[config.mk]
export PLATFORM = sky130hd
export DESIGN_NAME = blk_io_router
export DESIGN_NICKNAME = d
export VERILOG_FILES = /design/src/rtl/blk_io_pkg.sv /design/src/rtl/blk_io_route_ctrl.sv /design/src/rtl/blk_io_route_dp.sv /design/src/rtl/blk_io_router.sv
export SDC_FILE = /design/constraint.sdc
export NUM_CORES = 1
export LEC_CHECK = 0
export ABC_AREA = 0
export BUFFER_PORTS_ARGS = -buffer_cell sky130_fd_sc_hd__buf_2
export CORE_UTILIZATION = 40
export CTS_BUF_LIST = sky130_fd_sc_hd__clkbuf_16
export DETAILED_ROUTE_END_ITERATION = 8
export GPL_TIMING_DRIVEN = 0
export PLACE_DENSITY = 0.9
export SLEW_MARGIN = 30
export SYNTH_ARGS = -nofsm -noshare
export SYNTH_HDL_FRONTEND = slang
export SYNTH_SLANG_ARGS = --single-unit
[constraint.sdc]
create_clock -name clk -period 2.5 [get_ports clk]
set_clock_uncertainty 0.05 [all_clocks]
set_input_delay 0.5 -clock clk [delete_from_list [all_inputs] [get_ports clk]]
set_output_delay 0.5 -clock clk [all_outputs]
set_load 0.1 [all_outputs]
[src/rtl/blk_io_pkg.sv]
package blk_io_pkg;
  localparam int SRC_N  = 16;
  localparam int LINE_N = 4;
  localparam int SEL_W  = $clog2(SRC_N);
  localparam int LINE_W = $clog2(LINE_N);
  localparam int IN_W   = 2 * SEL_W;
  localparam int OUT_W  = 2 * (LINE_W + 1) + 2;

  typedef enum logic [1:0] {
    MODE_GEN   = 2'd0,
    MODE_DBAND = 2'd1,
    MODE_SPIS  = 2'd2,
    MODE_RSVD  = 2'd3
  } func_mode_e;

  typedef struct packed {
    logic [SEL_W-1:0]  clkSel;
    logic [SEL_W-1:0]  dataSel;
    logic [LINE_N-1:0] priMask;
    logic [LINE_N-1:0] auxMask;
    logic [LINE_W-1:0] ssSel;
    logic              ssForce;
    logic              ssMode;
    logic              refBypass;
    logic              syncEn;
    logic              syncTick;
  } route_strb_t;
endpackage

[src/rtl/blk_io_route_ctrl.sv]
module blk_io_route_ctrl
  import blk_io_pkg::*;
(
  input  logic             clk,
  input  logic             rst_n,
  input  logic             baseEn,
  input  logic [IN_W-1:0]  inCfg,
  input  logic [OUT_W-1:0] outCfg,
  input  logic [1:0]       funcMode,
  output route_strb_t      strb
);
  localparam int PRI_SEL_LO  = 0;
  localparam int PRI_EN_BIT  = LINE_W;
  localparam int AUX_SEL_LO  = LINE_W + 1;
  localparam int AUX_EN_BIT  = 2 * LINE_W + 1;
  localparam int SYNC_EN_BIT = 2 * LINE_W + 2;
  localparam int SYNC_BASE   = 2 * LINE_W + 3;

  logic [IN_W-1:0]  inQ;
  logic [OUT_W-1:0] outQ;
  func_mode_e       modeQ;

  always_ff @(posedge clk or negedge rst_n) begin
    if (!rst_n) begin
      inQ   <= '0;
      outQ  <= '0;
      modeQ <= MODE_GEN;
    end else begin
      inQ   <= inCfg;
      outQ  <= outCfg;
      modeQ <= func_mode_e'(funcMode);
    end
  end

  logic [LINE_W-1:0] priSel, auxSel;
  logic priEn, auxEn, syncOn, syncSlow, isSpis;

  always_comb begin
    priSel   = outQ[PRI_SEL_LO +: LINE_W];
    auxSel   = outQ[AUX_SEL_LO +: LINE_W];
    priEn    = outQ[PRI_EN_BIT];
    auxEn    = outQ[AUX_EN_BIT];
    syncOn   = outQ[SYNC_EN_BIT];
    syncSlow = outQ[SYNC_BASE];
    isSpis   = (modeQ == MODE_SPIS);
  end

  logic [LINE_N-1:0] priMaskW, auxMaskW;
  for (genvar g = 0; g < LINE_N; g++) begin : g_mask
    assign priMaskW[g] = priEn && (priSel == LINE_W'(g));
    assign auxMaskW[g] = auxEn && !isSpis && (auxSel == LINE_W'(g));
  end

  always_comb begin
    strb.clkSel    = inQ[SEL_W-1:0];
    strb.dataSel   = inQ[IN_W-1:SEL_W];
    strb.priMask   = priMaskW;
    strb.auxMask   = auxMaskW;
    strb.ssSel     = auxSel;
    strb.ssForce   = auxEn;
    strb.ssMode    = isSpis;
    strb.refBypass = (modeQ == MODE_DBAND);
    strb.syncEn    = syncOn;
    strb.syncTick  = syncOn && (syncSlow ? baseEn : 1'b1);
  end


  slow_tick_chk: assert property (@(posedge clk) disable iff (!rst_n)
    (strb.syncTick && outQ[SYNC_BASE]) |-> baseEn);
endmodule

[src/rtl/blk_io_route_dp.sv]
module blk_io_route_dp
  import blk_io_pkg::*;
#(
  parameter int SYNC_STAGES = 2
)(
  input  logic              clk,
  input  logic              rst_n,
  input  route_strb_t       strb,
  input  logic [SRC_N-1:0]  clkSrc,
  input  logic [SRC_N-1:0]  dataSrc,
  input  logic [LINE_N-1:0] auxSrc,
  input  logic              prevPrimary,
  input  logic              funcPrimary,
  input  logic              funcAux,
  output logic              fnClk,
  output logic              fnClkRise,
  output logic              fnData,
  output logic              fnAuxIn,
  output logic [LINE_N-1:0] rowData,
  output logic [LINE_N-1:0] rowOe
);
  localparam int LAST = SYNC_STAGES - 1;

  logic selClk;
  logic [SYNC_STAGES-1:0] stg;
  logic riseQ;

  assign selClk = clkSrc[strb.clkSel];
  assign fnData = dataSrc[strb.dataSel];

  always_ff @(posedge clk or negedge rst_n) begin
    if (!rst_n) begin
      stg   <= '0;
      riseQ <= 1'b0;
    end else if (strb.syncTick) begin
      stg   <= {stg[LAST-1:0], selClk};
      riseQ <= stg[LAST-1] & ~stg[LAST];
    end else begin
      riseQ <= 1'b0;
    end
  end

  assign fnClk     = strb.syncEn ? stg[LAST] : selClk;
  assign fnClkRise = riseQ & strb.syncEn;

  always_comb begin
    if (strb.refBypass)   fnAuxIn = prevPrimary;
    else if (strb.ssMode) fnAuxIn = strb.ssForce ? 1'b0 : auxSrc[strb.ssSel];
    else                  fnAuxIn = 1'b1;
  end

  for (genvar g = 0; g < LINE_N; g++) begin : g_row
    assign rowOe[g]   = strb.priMask[g] | strb.auxMask[g];
    assign rowData[g] = strb.priMask[g] ? funcPrimary
                      : (strb.auxMask[g] ? funcAux : 1'b0);

    quiet_line_chk: assert property (@(posedge clk) disable iff (!rst_n)
      !rowOe[g] |-> !rowData[g]);
  end


  rise_single_chk: assert property (@(posedge clk) disable iff (!rst_n)
    fnClkRise |=> !fnClkRise);

  rise_level_chk: assert property (@(posedge clk) disable iff (!rst_n)
    fnClkRise |-> fnClk);

  sync_hold_chk: assert property (@(posedge clk) disable iff (!rst_n)
    !strb.syncTick |=> $stable(stg));

  spis_drv_chk: assert property (@(posedge clk) disable iff (!rst_n)
    strb.ssMode |-> ($countones(rowOe) <= 1));
endmodule

[src/rtl/blk_io_router.sv]
module blk_io_router
  import blk_io_pkg::*;
#(
  parameter int SYNC_STAGES = 2
)(
  input  logic              clk,
  input  logic              rst_n,
  input  logic              baseEn,
  input  logic [IN_W-1:0]   inCfg,
  input  logic [OUT_W-1:0]  outCfg,
  input  logic [1:0]        funcMode,
  input  logic [SRC_N-1:0]  clkSrc,
  input  logic [SRC_N-1:0]  dataSrc,
  input  logic [LINE_N-1:0] auxSrc,
  input  logic              prevPrimary,
  input  logic              funcPrimary,
  input  logic              funcAux,
  output logic              fnClk,
  output logic              fnClkRise,
  output logic              fnData,
  output logic              fnAuxIn,
  output logic [LINE_N-1:0] rowData,
  output logic [LINE_N-1:0] rowOe
);
  route_strb_t strb;

  blk_io_route_ctrl u_ctrl (
    .clk(clk), .rst_n(rst_n), .baseEn(baseEn),
    .inCfg(inCfg), .outCfg(outCfg), .funcMode(funcMode), .strb(strb)
  );

  blk_io_route_dp #(.SYNC_STAGES(SYNC_STAGES)) u_dp (
    .clk(clk), .rst_n(rst_n), .strb(strb),
    .clkSrc(clkSrc), .dataSrc(dataSrc), .auxSrc(auxSrc),
    .prevPrimary(prevPrimary), .funcPrimary(funcPrimary), .funcAux(funcAux),
    .fnClk(fnClk), .fnClkRise(fnClkRise), .fnData(fnData), .fnAuxIn(fnAuxIn),
    .rowData(rowData), .rowOe(rowOe)
  );
endmodule

# After elaboration in Yosys (flattened, before gate mapping)

Cells that the tools add are included.

Input bits: 60
Flip-flop bits (word level): 21
Output and inout bits: 12

Bitwise operators: 7
Equality and inequality tests: 8
Reductions and logical operators: 13
Order comparisons: 3
Muxes and demuxes: 20

Operator list:

| operator                                                             | number |
|---|---|
| 1-bit two-way mux                                                    | 17 |
| 2-bit == test, second input constant                                 | 5 |
| 1-bit logical AND                                                    | 10 |
| 4-bit by 5-bit < comparator with 1-bit output, second input constant | 2 |
| 1-bit binary-select mux with 4-bit select                            | 2 |
| 2-bit by 1-bit == test with 1-bit output, second input constant      | 3 |
| 2-bit zero test                                                      | 2 |
| 1-bit OR                                                             | 4 |
| 2-bit by 3-bit < comparator with 1-bit output, second input constant | 1 |
| 1-bit bitwise AND                                                    | 2 |
| 1-bit binary-select mux with 2-bit select                            | 1 |
| 1-bit zero test                                                      | 1 |
| 1-bit NOT                                                            | 1 |

# Longest topological paths before layout

Word-level depth: 6
Depth in mapped cells: 5

# Modules after synthesis

From an unflattened synthesis, not the netlist that was laid out.

Cells, all modules: 86
Area total of the unflattened synthesis: 1111.1 um2

By module, submodules not included:

| module            | cells an instance | times used | sequential area each (um2) | area each (um2) |
|---|---|---|---|---|
| blk_io_route_ctrl | 37                | 1          | 450.4                      | 619.3 |
| blk_io_route_dp   | 49                | 1          | 75.1                       | 491.7 |

# Least setup slack after synthesis

No wires, ideal clock.

Kind: register to output
Start point: register u_ctrl.outQ[4]
End point: output port rowData[0]
Arrival: 4649 ps
Slack: -2699 ps
Cell stages (with the launch flop): 3
Cell sequence: dfrtp_1 > o41ai_1 > and2_1

Longest elaborated chain between the ends: 4

RTL lines:

| what                   | RTL line                | text |
|---|---|---|
| from (decl)            | blk_io_route_ctrl.sv:20 | `logic [OUT_W-1:0] outQ;` |
| from (signal assigned) | blk_io_route_ctrl.sv:30 | `outQ <= outCfg;` |
| 2-bit zero test        | blk_io_route_ctrl.sv:51 | `assign auxMaskW[g] = auxEn && !isSpis && (auxSel == LINE_W'(g));` |
| 1-bit logical AND      | blk_io_route_ctrl.sv:51 |  |
| 1-bit two-way mux      | blk_io_route_dp.sv:55   | `: (strb.auxMask[g] ? funcAux : 1'b0);` |
| 1-bit two-way mux      | blk_io_route_dp.sv:54   | `assign rowData[g] = strb.priMask[g] ? funcPrimary` |
| to (decl)              | blk_io_router.sv:22     | `output logic [LINE_N-1:0] rowData,` |

Every way passes these cells.

# Final worst setup path

Start point: register u_ctrl.inQ[1]
End point: output port fnClk

Longest elaborated chain between the ends: 3

RTL lines:

| what                                      | RTL line                | text |
|---|---|---|
| from (decl)                               | blk_io_route_ctrl.sv:19 | `logic [IN_W-1:0] inQ;` |
| from (signal assigned)                    | blk_io_route_ctrl.sv:29 | `inQ <= inCfg;` |
| 1-bit binary-select mux with 4-bit select | blk_io_route_dp.sv:28   | `assign selClk = clkSrc[strb.clkSel];` |
| 1-bit two-way mux (not written as such)   | blk_io_route_dp.sv:28   |  |
| 1-bit two-way mux                         | blk_io_route_dp.sv:43   | `assign fnClk = strb.syncEn ? stg[LAST] : selClk;` |
| to (decl)                                 | blk_io_router.sv:18     | `output logic fnClk,` |

Every way passes these cells. The select of a mux whose other input is x is not followed.

==> summary by stage <==
Yosys
Synthesis inferred 21 register bits. In the synthesized netlist the dominant register cell turns out to be sky130_fd_sc_hd__dfrtp_1. The number of enable flip-flop cells after synthesis is 0.

Summed over all instances, the cell type with the most area after synthesis is sky130_fd_sc_hd__dfrtp_1. The average footprint of a synthesized cell is ~13 µm². The post-synthesis net count is between 100 and 150. The share of Yosys cell area claimed by the top area cell type is around 51%. Sorting the synthesized cells by area gives the leading types as sky130_fd_sc_hd__dfrtp_1, sky130_fd_sc_hd__mux4_2, sky130_fd_sc_hd__mux2_2. Counting distinct cell types in the post-synthesis netlist gives 26. In the synthesized netlist the async set-or-reset flop fraction comes to 100%. Synthesis handed over a netlist of 79 instances.

Summing the sequential cell areas from Yosys gives approximately 50% of the chip area. The number of synthesis warnings is 0. The post-synthesis instance area is ~1000 µm².

Run
The max-cap violation count is 0.

Outcome
The flow ran to the end, but the final reports show violations. The checks that failed: setup timing.

Place
The congestion estimate from routability-driven global placement came to between 0.7 and 0.8. Buffers placed on the I/O ports in this run total a little over 70. Once detailed placement completed, the half-perimeter wirelength came to approximately 2200 µm. The placed instances occupy a cell area of around 1500 µm².

Including well taps, the total number of placed cells is 180.

Clock network
The buffer cell driving the clock tree root is sky130_fd_sc_hd__clkbuf_16. The clock-pin slew of the registers on the worst-case setup and hold paths is about 0.060 ns. At the later pin of the worst-skew pair, clock insertion delay measures ~0.26 ns. The quantity of hold-fixing buffers added after cts is 0.

The total clock sinks is 21. The number of levels the H-tree was split into is 1. The total clock buffers created by CTS is 3. The clock tree from TritonCTS is done. The buffer levels on the longest clock path is 2.

Power and ir drop
The overall power of the completed layout is just over 1 mW. The largest voltage drop on the vdd net is between 600 and 700 µV. The power density normalized to cell area is between 600 and 700 nW/µm². Summed over all cells, the static leakage comes to a little over 0.8 nW.

Setup path
The critical path goes through mux4_2 > o22ai_2 > o22ai_2 > mux2_4 > buf_12. Of all nets on the critical path, the largest fanout is 3. STA classifies the critical path endpoint as a primary output.

For this design, the slowest cell found on the critical path is sky130_fd_sc_hd__mux4_2. The first element of the critical path is u_ctrl.inQ[1]$_DFF_PN0_. The critical path's most frequent cell is sky130_fd_sc_hd__o22ai_2.

The largest single stage delay on the critical path is about 0.53 ns. The critical path class is reg2out. For the worst setup path, the data arrival time is around 2 ns.

The slack of the worst reg-to-reg path is 0.81 ns. At the worst endpoint, the required time is about 2.0 ns. The sort of element at the start of the critical path is a flip-flop. The worst register-to-register path begins at u_ctrl.inQ[1]$_DFF_PN0_.

Detailed routing
The pre-antenna-repair detailed-routing pass consisted of 4 iterations. The via density per instance is ~5.5. The per-cell routed wire length is approximately 17 µm.

The total DRC errors in the routed layout is 0. Summed over all layers, the routed wires come to 3190 µm. The remaining antenna violation count is 0. For this block, the via count after detailed routing is 1,021. The initial detailed-routing violation count is 31.

Die
The starting density of the core is 42.0%. The die outline width is 52.8 µm. Measured along the y axis, the die boundary spans about 53 µm. Pin placement for this block handled 72 I/O pins.

The core area is around 2500 µm². The total number of placement rows is 18. The total die area is approximately 2800 µm².

STA
Summed over all failing endpoints, the final setup total negative slack is -0.0472 ns. The remaining max-slew budget at the tightest pin is about two thirds. The number of setup violations in the final report is 1. The worst path setup slack after routing is -0.0472 ns. Setup repair after global routing could not meet its margin everywhere. The final clock period utilization by the worst path is 102%. The number of endpoints with negative hold slack in the final report was 0. The final critical path time including I/O delays and setup is roughly 2.5 ns. The transition time at the pin with the least slew margin is roughly 0.49 ns.

The count of pins over their slew limit was 0. The upper clock frequency limit is ~0.4 GHz. The worst hold margin is between 0.1 and 0.15 ns.

Layout
After routing the design area is 1620 µm². Relative to the synthesized area, the layout overhead comes to 57.1%. The number of antenna diodes in the final layout is 0.

The final layout contains roughly 220 nets. The layout cell share with drive strength beyond 1 is about two thirds. The count of cells in the finished layout, fillers not included, comes to 185.

Hold path
The path class of the lowest-slack min-delay path is in2async.

GRT
Summed over all layers, the global routing overflow is 0. The initial antenna violation count is 0. The first global-routing pass estimated between 4000 and 5000 µm of wire.

The global-route usage over all layers is 23.6%. Entering global routing, the biggest net connects 22 pins. The via count of the first global-routing pass came to 1,090.
through the flow:
step                setup WS [ns]  util [%]
global route              -0.0704      66.1
floorplan                  -0.294         -
detailed placement         0.0279      60.4
CTS                       -0.0148      65.0
finish                    -0.0472      66.1
global placement           0.0845      60.4
where the power goes:
group | switching, mW | internal (mW) | total, mW | leakage [nW]
Combinational | 0.187 | 0.123 | 0.310 | 0.544
Sequential | 0.0251 | 0.365 | 0.390 | 0.245
Clock | 0.121 | 0.213 | 0.334 | 0.0423
Total | 0.333 | 0.702 | 1.03 | 0.831
sequential cells by signal (all words and copies together) (netlist names):
signal and count:
u_ctrl.outQ 8, u_ctrl.inQ 8, u_dp.stg 2, u_ctrl.modeQ 2, u_dp.riseQ 1
metal layers:
| layer | up-vias | track usage, % | routed length (µm) |
|---|---|---|---|
| met4 | 0 | 13.6 | 86 |
| met3 | 12 | 7.83 | 249 |
| li1 | 449 | - | - |
| met2 | 70 | 43.5 | 1710 |
| met1 | 490 | 22.3 | 1140 |
| met5 | - | 0 | 0 |
critical path: cells and delay by family (launching register included):
kind            cells  cell delay [ns]
compound gates      2             0.31
buf+inv             1             0.17
flops               1             0.42
mux                 2             0.85
layout make-up:
cell class / instances / area, µm²
buffer: 1 / 7.51
clock buffer: 3 / 75.1
clock inverter: 1 / 3.75
fill: 178 / 833
inverter: 4 / 15.0
multi-input combinational: 53 / 559
sequential: 21 / 528
tap: 30 / 37.5
timing repair buffer: 72 / 395
path summary, 6_finish.rpt:
check                                                end  cells past startpoint
worst max-delay path                               fnClk                      5
worst min-delay path            u_ctrl.outQ[7]$_DFF_PN0_                      1
worst max register to register   u_dp.stg[0]$_DFFE_PN0P_                      4
worst min register to register   u_dp.stg[0]$_DFFE_PN0P_                      1
max in group asynchronous        u_ctrl.inQ[1]$_DFF_PN0_                      1
min in group clk                u_ctrl.outQ[7]$_DFF_PN0_                      1
placed cells by master (no fill, tap or decap), types with 2 or more instances in the layout:
| cell type | netlist | routed |
|---|---|---|
| sky130_fd_sc_hd__o22ai_2 | 0 | 4 |
| sky130_fd_sc_hd__dfrtp_1 | 21 | 19 |
| sky130_fd_sc_hd__nand2_1 | 8 | 8 |
| sky130_fd_sc_hd__mux4_2 | 6 | 8 |
| sky130_fd_sc_hd__buf_12 | 0 | 2 |
| sky130_fd_sc_hd__buf_2 | 1 | 68 |
| sky130_fd_sc_hd__o41ai_4 | 0 | 2 |
| sky130_fd_sc_hd__nand2b_1 | 2 | 2 |
| sky130_fd_sc_hd__dfrtp_2 | 0 | 2 |
| sky130_fd_sc_hd__nor2_1 | 3 | 3 |
| sky130_fd_sc_hd__buf_4 | 0 | 2 |
| sky130_fd_sc_hd__mux2i_1 | 2 | 2 |
| sky130_fd_sc_hd__nand3_1 | 2 | 2 |
| sky130_fd_sc_hd__inv_1 | 4 | 5 |
| sky130_fd_sc_hd__mux2_2 | 5 | 4 |
| sky130_fd_sc_hd__o21ai_0 | 2 | 2 |
| sky130_fd_sc_hd__clkbuf_16 | 0 | 3 |
synth_stat cells, drive strengths merged (2+ instances only):
| cell | count |
|---|---|
| a21oi | 2 |
| and2 | 3 |
| nand2 | 8 |
| o22ai | 4 |
| nand3 | 2 |
| o21ai | 2 |
| mux2i | 2 |
| nor2 | 3 |
| nand2b | 2 |
| o41ai | 2 |
| mux2 | 5 |
| inv | 4 |
| dfrtp | 21 |
| mux4 | 8 |
kinds of logic after synthesis:
family	count (synthesis)	synth area share, %
AND/OR/NAND/NOR	24	12.4
buffers and inverters	5	1.94
flip-flops	21	50.9
AO/OA/AOI/OAI	14	9.21
multiplexers	15	25.6
timing repair:
item | in CTS | in global routing
setup endpoints to repair | 2 | 3
setup buffers | 1 | 0
hold endpoints to repair | 0 | 0
resized for setup | 9 | 9
No activity file was read; power rests on OpenSTA's default activity.
